<file path="config.mk">
export PLATFORM = sky130hd
export DESIGN_NAME = adc_cmd_regif
export DESIGN_NICKNAME = d
export VERILOG_FILES = /design/src/rtl/adc_cmd_pkg.sv /design/src/rtl/adc_cmd_ctrl.sv /design/src/rtl/adc_cmd_dp.sv /design/src/rtl/adc_cmd_regif.sv
export SDC_FILE = /design/constraint.sdc
export NUM_CORES = 2
export LEC_CHECK = 0
export BUFFER_PORTS_ARGS = -buffer_cell sky130_fd_sc_hd__buf_2
export CORE_MARGIN = 2
export CORE_UTILIZATION = 70
export CTS_BUF_LIST = sky130_fd_sc_hd__clkbuf_4 sky130_fd_sc_hd__clkbuf_8
export CTS_CLUSTER_SIZE = 24
export DETAILED_ROUTE_END_ITERATION = 10
export PLACE_DENSITY = 0.85
export RECOVER_POWER = 100
export SLEW_MARGIN = 20
export SYNTH_ARGS = -nofsm -noshare
export SYNTH_HDL_FRONTEND = slang
export SYNTH_SLANG_ARGS = --single-unit
export TNS_END_PERCENT = 10
</file>
<file path="constraint.sdc">
create_clock -name clk -period 10.6 [get_ports clk]
set_input_delay 1.06 -clock clk [delete_from_list [all_inputs] [get_ports clk]]
set_output_delay 1.06 -clock clk [all_outputs]
set_load 0.01 [all_outputs]
</file>
<file path="src/rtl/adc_cmd_pkg.sv">
package adc_cmd_pkg;

  typedef enum logic [2:0] {
    RegCfg  = 3'd0,
    RegSts  = 3'd1,
    RegMsk  = 3'd2,
    RegInfo = 3'd3,
    RegCmdQ = 3'd4,
    RegResQ = 3'd5,
    RegCtl  = 3'd6
  } reg_sel_e;

  localparam logic [3:0]  OpNop = 4'd0;
  localparam logic [3:0]  OpRd  = 4'd1;
  localparam logic [3:0]  OpWr  = 4'd2;

  localparam int          IntW      = 10;
  localparam int          BitCmdLow = 9;
  localparam int          BitResHi  = 8;
  localparam logic [31:0] CfgReset  = 32'h0000_1814;
  localparam logic [31:0] CtlReset  = 32'h0000_0010;
  localparam logic [31:0] CtlWMask  = 32'h00FF_FEFF;
  localparam int          CtlHoldBit = 4;

  typedef struct packed {
    logic     cfgWr;
    logic     stsWr;
    logic     mskWr;
    logic     ctlWr;
    logic     bankWr;
    logic     pushRd;
    logic     pushZero;
    logic     pop;
    logic     rdEn;
    logic     rdLegal;
    reg_sel_e rdSel;
  } strobe_t;

endpackage

</file>
<file path="src/rtl/adc_cmd_ctrl.sv">
module adc_cmd_ctrl
  import adc_cmd_pkg::*;
#(
  parameter int IDX_W      = 6,
  parameter int BANK_DEPTH = 128
) (
  input  logic             wrEn,
  input  logic             rdEn,
  input  logic [IDX_W-1:0] regIdx,
  input  logic [13:0]      cmdField,
  input  logic             chanHold,
  input  logic             resEmpty,
  output strobe_t          strb
);

  logic       inRange, wrLegal, rdLegal, cmdGo, tgtOk;
  logic [3:0] op;
  logic [9:0] tgt;

  assign inRange = regIdx <= IDX_W'(RegCtl);
  assign wrLegal = inRange && (regIdx != IDX_W'(RegInfo)) && (regIdx != IDX_W'(RegResQ));
  assign rdLegal = inRange && (regIdx != IDX_W'(RegCmdQ));
  assign op      = cmdField[13:10];
  assign tgt     = cmdField[9:0];
  assign tgtOk   = int'(tgt) < BANK_DEPTH;
  assign cmdGo   = wrEn && wrLegal && (regIdx == IDX_W'(RegCmdQ)) && !chanHold;

  always_comb begin
    strb          = '0;
    strb.cfgWr    = wrEn && (regIdx == IDX_W'(RegCfg));
    strb.stsWr    = wrEn && (regIdx == IDX_W'(RegSts));
    strb.mskWr    = wrEn && (regIdx == IDX_W'(RegMsk));
    strb.ctlWr    = wrEn && (regIdx == IDX_W'(RegCtl));
    strb.bankWr   = cmdGo && (op == OpWr) && tgtOk;
    strb.pushRd   = cmdGo && (op == OpRd) && tgtOk;
    strb.pushZero = cmdGo && (((op == OpWr) && tgtOk) || (op == OpNop));
    strb.pop      = rdEn && (regIdx == IDX_W'(RegResQ)) && !resEmpty;
    strb.rdEn     = rdEn;
    strb.rdLegal  = rdLegal;
    strb.rdSel    = reg_sel_e'(regIdx[2:0]);
  end

endmodule

</file>
<file path="src/rtl/adc_cmd_dp.sv">
module adc_cmd_dp
  import adc_cmd_pkg::*;
#(
  parameter int BANK_DEPTH = 128,
  parameter int FIFO_DEPTH = 15
) (
  input  logic        clk,
  input  logic        rst,
  input  strobe_t     strb,
  input  logic [31:0] wrData,
  output logic [31:0] rdData,
  output logic        irq,
  output logic        chanHold,
  output logic        resEmpty
);

  localparam int BankAw = $clog2(BANK_DEPTH);
  localparam int PtrW   = (FIFO_DEPTH > 1) ? $clog2(FIFO_DEPTH) : 1;
  localparam int CntW   = $clog2(FIFO_DEPTH + 1);

  logic [31:0]     cfgQ, mskQ, ctlQ, cfgNext, infoVal, rdNext;
  logic [IntW-1:0] stsQ, stsNext, clrBits;
  logic [15:0]     bankQ [BANK_DEPTH];
  logic [15:0]     fifoQ [FIFO_DEPTH];
  logic [PtrW-1:0] headQ, tailQ;
  logic [CntW-1:0] cntQ, cntNext;
  logic [BankAw-1:0] bankIdx;
  logic [15:0]     pushVal;
  logic            pushEn, full;

  assign bankIdx  = wrData[16 +: BankAw];
  assign full     = cntQ == CntW'(FIFO_DEPTH);
  assign resEmpty = cntQ == '0;
  assign pushEn   = (strb.pushRd || strb.pushZero) && !full;
  assign pushVal  = strb.pushRd ? bankQ[bankIdx] : 16'h0000;
  assign cntNext  = cntQ + CntW'(pushEn) - CntW'(strb.pop);
  assign cfgNext  = strb.cfgWr ? wrData : cfgQ;
  assign clrBits  = strb.stsWr ? wrData[IntW-1:0] : '0;

  always_comb begin
    stsNext            = stsQ & ~clrBits;
    stsNext[BitCmdLow] = 1'b1;
    if (int'(cntNext) > int'(cfgNext[19:16])) stsNext[BitResHi] = 1'b1;
  end

  function automatic logic [PtrW-1:0] ptrInc(input logic [PtrW-1:0] p);
    return (int'(p) == FIFO_DEPTH - 1) ? '0 : p + 1'b1;
  endfunction

  always_comb begin
    infoVal        = '0;
    infoVal[15:12] = 4'(cntQ);
    infoVal[10]    = 1'b1;
    infoVal[9]     = full;
    infoVal[8]     = resEmpty;
  end

  always_comb begin
    rdNext = '0;
    if (strb.rdLegal) begin
      unique case (strb.rdSel)
        RegCfg:  rdNext = cfgQ;
        RegSts:  rdNext = {{(32-IntW){1'b0}}, stsQ};
        RegMsk:  rdNext = mskQ;
        RegInfo: rdNext = infoVal;
        RegResQ: rdNext = resEmpty ? 32'h0 : {16'h0, fifoQ[headQ]};
        RegCtl:  rdNext = ctlQ;
        default: rdNext = '0;
      endcase
    end
  end

  always_ff @(posedge clk) begin
    if (rst) begin
      cfgQ   <= CfgReset;
      stsQ   <= IntW'(1) << BitCmdLow;
      mskQ   <= '1;
      ctlQ   <= CtlReset;
      headQ  <= '0;
      tailQ  <= '0;
      cntQ   <= '0;
      rdData <= '0;
    end else begin
      cfgQ <= cfgNext;
      stsQ <= stsNext;
      cntQ <= cntNext;
      if (strb.mskWr) mskQ <= {{(32-IntW){1'b0}}, wrData[IntW-1:0]};
      if (strb.ctlWr) ctlQ <= wrData & CtlWMask;
      if (pushEn)     tailQ <= ptrInc(tailQ);
      if (strb.pop)   headQ <= ptrInc(headQ);
      if (strb.rdEn)  rdData <= rdNext;
    end
  end

  always_ff @(posedge clk) begin
    if (pushEn) fifoQ[tailQ] <= pushVal;
  end

  always_ff @(posedge clk) begin
    if (rst) begin
      for (int i = 0; i < BANK_DEPTH; i++) bankQ[i] <= '0;
    end else if (strb.bankWr) begin
      bankQ[bankIdx] <= wrData[15:0];
    end
  end

  assign irq      = |(stsQ & ~mskQ[IntW-1:0]);
  assign chanHold = ctlQ[CtlHoldBit];

endmodule

</file>
<file path="src/rtl/adc_cmd_regif.sv">
module adc_cmd_regif
  import adc_cmd_pkg::*;
#(
  parameter int ADDR_W     = 8,
  parameter int BANK_DEPTH = 128,
  parameter int FIFO_DEPTH = 15
) (
  input  logic              clk,
  input  logic              rst,
  input  logic              wr_en,
  input  logic              rd_en,
  input  logic [ADDR_W-1:0] addr,
  input  logic [31:0]       wr_data,
  output logic [31:0]       rd_data,
  output logic              irq
);

  localparam int IdxW = ADDR_W - 2;

  strobe_t strb;
  logic    chanHold, resEmpty;
  logic    unusedLsb;

  assign unusedLsb = ^addr[1:0];

  adc_cmd_ctrl #(.IDX_W(IdxW), .BANK_DEPTH(BANK_DEPTH)) ctrl_i (
    .wrEn     (wr_en),
    .rdEn     (rd_en),
    .regIdx   (addr[ADDR_W-1:2]),
    .cmdField (wr_data[29:16]),
    .chanHold (chanHold),
    .resEmpty (resEmpty),
    .strb     (strb)
  );

  adc_cmd_dp #(.BANK_DEPTH(BANK_DEPTH), .FIFO_DEPTH(FIFO_DEPTH)) dp_i (
    .clk      (clk),
    .rst      (rst),
    .strb     (strb),
    .wrData   (wr_data),
    .rdData   (rd_data),
    .irq      (irq),
    .chanHold (chanHold),
    .resEmpty (resEmpty)
  );

endmodule

</file>
# Yosys cells after proc, flatten, opt, wreduce, memory -nomap -nowiden
# Memories as Yosys holds them, arrays and structs flattened. A register that Yosys moved wholly into a read port is not among the register bits.
# Index checks and enable logic that the tools add are counted.
[word_totals] memories=2 output_inout_bits=33 ram_bits=2288 ff_bits=141 word_cells=92
[mem_list] name="dp_i.bankQ" depth=128 width=16 read_ports=1 rd_clocked_by_memory_dff=0 write_ports=128 line="adc_cmd_dp.sv:23" source="logic [15:0] bankQ [BANK_DEPTH];"
[mem_list] name="dp_i.fifoQ" depth=15 width=16 read_ports=1 rd_clocked_by_memory_dff=1 write_ports=1 line="adc_cmd_dp.sv:24" source="logic [15:0] fifoQ [FIFO_DEPTH];"
[op_classes] n_eq_ne=18 reduce_logical=30 add_sub_neg=4 n_lt_le_gt_ge=3 bitwise=4 n_mux=21
[op_table] operator="32-bit one-hot mux with 6 select lines" n=1
[op_table] operator="16-bit two-way mux" n=3
[op_table] operator="32-bit two-way mux" n=1
[op_table] operator="20-bit two-way mux" n=1
[op_table] operator="1-bit logical AND" n=19
[op_table] operator="6-bit by 3-bit equality test with 1-bit output (second input constant)" n=3
[op_table] operator="4-bit two-way mux" n=4
[op_table] operator="16-bit OR reduction" n=1
[op_table] operator="4-bit by 2-bit equality test with 1-bit output (second input constant)" n=3
[op_table] operator="6-bit by 3-bit != test with 1-bit output (second input constant)" n=2
[op_table] operator="10-bit bitwise AND" n=1
[op_table] operator="10-bit by 8-bit < comparator with 1-bit output (second input constant)" n=1
[op_table] operator="10-bit inverter" n=1
[op_table] operator="10-bit OR reduction" n=1
[op_table] operator="9-bit bitwise AND" n=1
[op_table] operator="1-bit two-way mux" n=9
[op_table] operator="9-bit two-way mux" n=1
[op_table] operator="9-bit inverter" n=1
[op_table] operator="4-bit by 1-bit adder with 4-bit output (second input constant)" n=2
[op_table] operator="4-bit zero test" n=2
[op_table] operator="7-bit two-way mux" n=1
[op_table] operator="3-bit by 2-bit equality test with 1-bit output (second input constant)" n=2
[op_table] operator="3-bit equality test (second input constant)" n=2
[op_table] operator="6-bit by 1-bit equality test with 1-bit output (second input constant)" n=1
[op_table] operator="13 further kinds" n=16

# Logic depth before layout (Yosys ltp)
[logic_depth] ltp_word=14 depth_mapped=16 ltp_nobuf=16

# By module
# Synthesis repeated with hierarchy kept, for this count alone.
[unflattened] hier_cells=8315 area_unflattened_um2=108876.9
[by_module_without_submodules] module="adc_cmd_dp" instances=1 area_per_inst_um2=108678.0 cells_each=8286
[by_module_without_submodules] module="adc_cmd_ctrl" instances=1 area_per_inst_um2=198.9 cells_each=29

# Worst setup path before layout
# OpenSTA, ideal clock, no wires.
[synth_timing] path_kind="in2reg" start="in wr_data[23]" end="mem dp_i.fifoQ[2][0] (enable)" n_path_buf=0 t_arrival_ns=4.143 stages=6 t_required_ns=10.170 setup_ns=0.430 setup_slack_ns=6.027 path_cell_list="or3_4 > maj3_2 > or4_4 > inv_2 > nand2_1 > nor4_1"
[synth_via] elab_chain_cells=8 elab_cells_between_ends=9 cone_classes="1 x order compare; 2 x mux; 6 x reduce/logical"
[synth_lines] item="from (decl)" line="adc_cmd_regif.sv:13" source="input logic [31:0] wr_data,"
[synth_lines] item="10-bit by 8-bit < comparator with 1-bit output *" line="adc_cmd_ctrl.sv:25" source="assign tgtOk = int'(tgt) < BANK_DEPTH;"
[synth_lines] item="1-bit logical AND" line="adc_cmd_ctrl.sv:36" source="strb.pushZero = cmdGo && (((op == OpWr) && tgtOk) || (op == OpNop));"
[synth_lines] item="1-bit logical OR" line="adc_cmd_ctrl.sv:36"
[synth_lines] item="1-bit logical AND" line="adc_cmd_ctrl.sv:36"
[synth_lines] item="1-bit logical OR *" line="adc_cmd_dp.sv:34" source="assign pushEn = (strb.pushRd || strb.pushZero) && !full;"
[synth_lines] item="1-bit logical AND *" line="adc_cmd_dp.sv:34"
[synth_lines] item="via dp_i.pushEn" line="adc_cmd_dp.sv:29" source="logic pushEn, full;"
[synth_lines] item="1-bit two-way mux *" line="adc_cmd_dp.sv:96" source="if (pushEn) fifoQ[tailQ] <= pushVal;"
[synth_lines] item="1-bit two-way mux (implied by the code) *" line="adc_cmd_dp.sv:96"
[synth_lines] item="to (decl)" line="adc_cmd_dp.sv:24"
# The timed path passes the listed nets; every way through them passes the cells marked *.

==> impl_metrics.tcl <==
set metrics [dict create \
    yosysWarnings 0 \
    grt_pass1_wl_um 457400 \
    power.density_nw_per_um2 168.4 \
    finalNetCount 7762 \
    p_sw_share_pct 23.73 \
    rsz0062_at_grt "false" \
    first_iter_violations 11450 \
    p_leak_nw 41.01 \
    post_cts_resized 0 \
    syn_area_per_cell_um2 14.11 \
    grt_use_total_pct 39.89 \
    wl_per_cell_um 31.70 \
    routed_wl_um 318500 \
    fin_crit_sh_pct 77.29 \
    path_clk_slew_ps 60 \
    hp-class "in -> reg" \
    drc_errors 0 \
    ios 77 \
    min_period_ps 8192 \
    post-route-util_pct 75.37 \
    p_int_w 0.01507 \
    peakVddDrop_v 0.0001426 \
    status "complete, but fails checks" \
    grt.busiest_layer "met2" \
    ctsRootBufferMaster "clkbuf_8" \
    p_clk_share_pct 39.0 \
    antenna_left 0 \
    grt_max_degree 99 \
    die_height_um 399.2 \
    critPathRequiredTime_ps 11270 \
    cts_buffer_depth 4 \
    cpPeakStageDelay_ps 1680 \
    p_comb_share_pct 6.7 \
    final_layout_size_suffix_gt1_share_pct 15.62 \
    synthArstFlopShare_pct 0 \
    ys_seq_area_share_pct 65.09 \
    postCtsHoldBufs 0 \
    path_max_fanout 39 \
    arrival_ps 8860 \
    vias 70532 \
    setup_ws_ps 2408 \
    synth-edff-count 2288 \
    crit_path_frequent_cell "clkbuf_1" \
    hold_viol_final 0 \
    fmax_mhz 122.1 \
    ys_seq_elements 2411 \
    cts_buffers 384 \
    met3_usage_pct 12.92 \
    antenna_found_initial 17 \
    violations "capacitance limit, slew limit" \
    initial_core_util_pct 70.24 \
    syn-num-nets 7806 \
    worst_pin_slew_ps 2878 \
    grt_use_met1_pct 51.64 \
    fp-row-count 145 \
    coreArea_um2 155700 \
    cts_tree "built" \
    syn_area_um2 109300 \
    final_max_slew_viol_count 648 \
    syn_inst 7750 \
    finalNonFillerCells 10046 \
    end_kind "register" \
    switching_power_w 0.004690 \
    dp_cells 9377 \
    portBuffers 74 \
    die_width_um 399.2 \
    overflow 0 \
    met2_usage_pct 58.20 \
    die_area_um2 159400 \
    cp-start-kind "input pin" \
    tns_ps 0 \
    clock_latency_ps 1120 \
    ys.flop_type "edfxtp_1" \
    globalplace.congestion 0.9904 \
    dr.pass1.iters 9 \
    path_cells "buf_2 > clkbuf_1 > nor2b_1 > nand2_1 > nor4_1 > nand3_2 > clkbuf_1 > nor2_1 > or2_0" \
    worst_clock_skew_ps 91.37 \
    pre_cts_ws_ps 4205 \
    grt_pass1_vias 68977 \
    dp_hpwl_um 187000 \
    slowest_stage "nor2_1" \
    synth_cell_type_count 90 \
    cts.sinks 2411 \
    cts_setup_buffers 0 \
    num-fill-cells 9033 \
    cap_violations 39 \
    vias_per_cell 7.021 \
    slew_headroom_pct -91.85 \
    p_seq_share_pct 54.3 \
    finalSetupViolCount 0 \
    syn2layout_area_growth_pct 7.293 \
    cts_htree_levels 5 \
    path_class "in -> reg" \
]
stage by stage:
step	hold WS (ps)	instance area (um^2)	total power [W]
after floorplan	431.8	109300	0.01166
after global routing	208.1	117300	0.02013
final	219.7	117300	0.01976
after detailed placement	440.6	111000	0.01218
after CTS	153.3	118100	0.01965
after global placement	433.7	110900	0.01213
layout by cell type, fill, tap and decap left out, types with 141 or more instances in the layout:
cell type / count
a21oi_1: 173
mux2i_1: 155
nand2_1: 311
and2_1: 746
clkbuf_8: 396
edfxtp_1: 2288
o22ai_1: 203
and2_0: 1316
mux2_2: 141
mux4_2: 319
nor2_1: 283
clkbuf_1: 144
power by group through the flow:
stage | Clock, W | Combinational (W) | Sequential [W]
floorplan | 0 | 0.000776 | 0.0109
global placement | 0 | 0.00124 | 0.0109
detailed placement | 0 | 0.00126 | 0.0109
CTS | 0.00766 | 0.00126 | 0.0107
global route | 0.00806 | 0.00133 | 0.0107
finish | 0.00770 | 0.00133 | 0.0107
path summary, 6_finish.rpt:
kind | from | end | slack, ps | cells after the start
hold reg to reg | dp_i.cfgQ[26] | dp_i.cfgQ[26] | 450 | 2
setup reg to reg | dp_i.ctlQ[4] | dp_i.bankQ[78][14] | 3620 | 7
setup / recovery | addr[4] | dp_i.bankQ[78][14] | 2410 | 9
hold / removal | wr_data[30] | dp_i.cfgQ[30] | 220 | 3
metal layers:
layer	vias to the layer above	wire length, um
met5	-	42
met4	6	25490
met3	1461	50060
met2	6267	140200
met1	34416	102600
li1	28382	-
registers in the layout (all words and copies together), names as in the netlist, named ones only:
signal	flops
dp_i.bankQ	2048
dp_i.fifoQ	240
dp_i.cfgQ	32
dp_i.rdData	32
dp_i.ctlQ	23
dp_i.mskQ	11
dp_i.stsQ	9
dp_i.cntQ	4
dp_i.headQ	4
dp_i.tailQ	4
synthesized netlist by cell type (19+ instances only):
library cell,instances,area [um^2]
a211oi_1,55,412.9
a21oi_1,173,865.8
a221oi_1,42,367.9
a22o_1,22,192.7
a22oi_1,28,210.2
a2bb2oi_1,21,183.9
and2_1,2059,12880
buf_1,27,101.4
buf_2,111,555.5
buf_4,62,465.5
buf_6,22,247.7
clkbuf_1,482,1809
dfxtp_1,123,2462
edfxtp_1,2288,68710
inv_1,21,78.83
mux2_2,145,1633
mux2i_1,155,1551
mux4_2,319,7184
nand2_1,313,1175
nand2b_1,33,206.5
nand3_1,34,170.2
nor2_1,231,867.1
nor2_2,42,262.8
nor2_4,19,214.0
nor2b_1,70,437.9
nor3_1,24,120.1
o21ai_0,125,625.6
o221ai_1,107,937.2
o22ai_1,203,1270
or2_2,135,844.6
worst max-delay path: cells and delay by family:
| family | cells | cell delay, ps |
|---|---|---|
| simple gates | 6 | 5100 |
| buf+inv | 3 | 2670 |
cell type report:
type | count | area, um^2 | share of cell area (%)
antenna | 17 | 42.54 | 0.03626
clock buffer | 519 | 6367 | 5.428
clock inverter | 132 | 790.8 | 0.6740
inverter | 26 | 107.6 | 0.09172
multi-input combinational | 4608 | 34720 | 29.60
sequential | 2411 | 71170 | 60.67
tap | 2058 | 2575 | 2.195
timing repair buffer | 275 | 1535 | 1.309
kinds of logic (layout without fill, tap and decap cells):
family | after synthesis | count (layout) | share of synthesized area, %
other | 0 | 17 | 0
adders and majority gates | 13 | 13 | 0.1545
buffers and inverters | 731 | 952 | 3.015
DFF | 2411 | 2411 | 65.09
AOI/OAI and AO/OA | 946 | 946 | 5.970
xor gates and xnor gates | 2 | 2 | 0.01602
muxes | 623 | 623 | 9.579
and+or+nand+nor | 3024 | 3024 | 16.18
(Power assumes the default switching activity.)
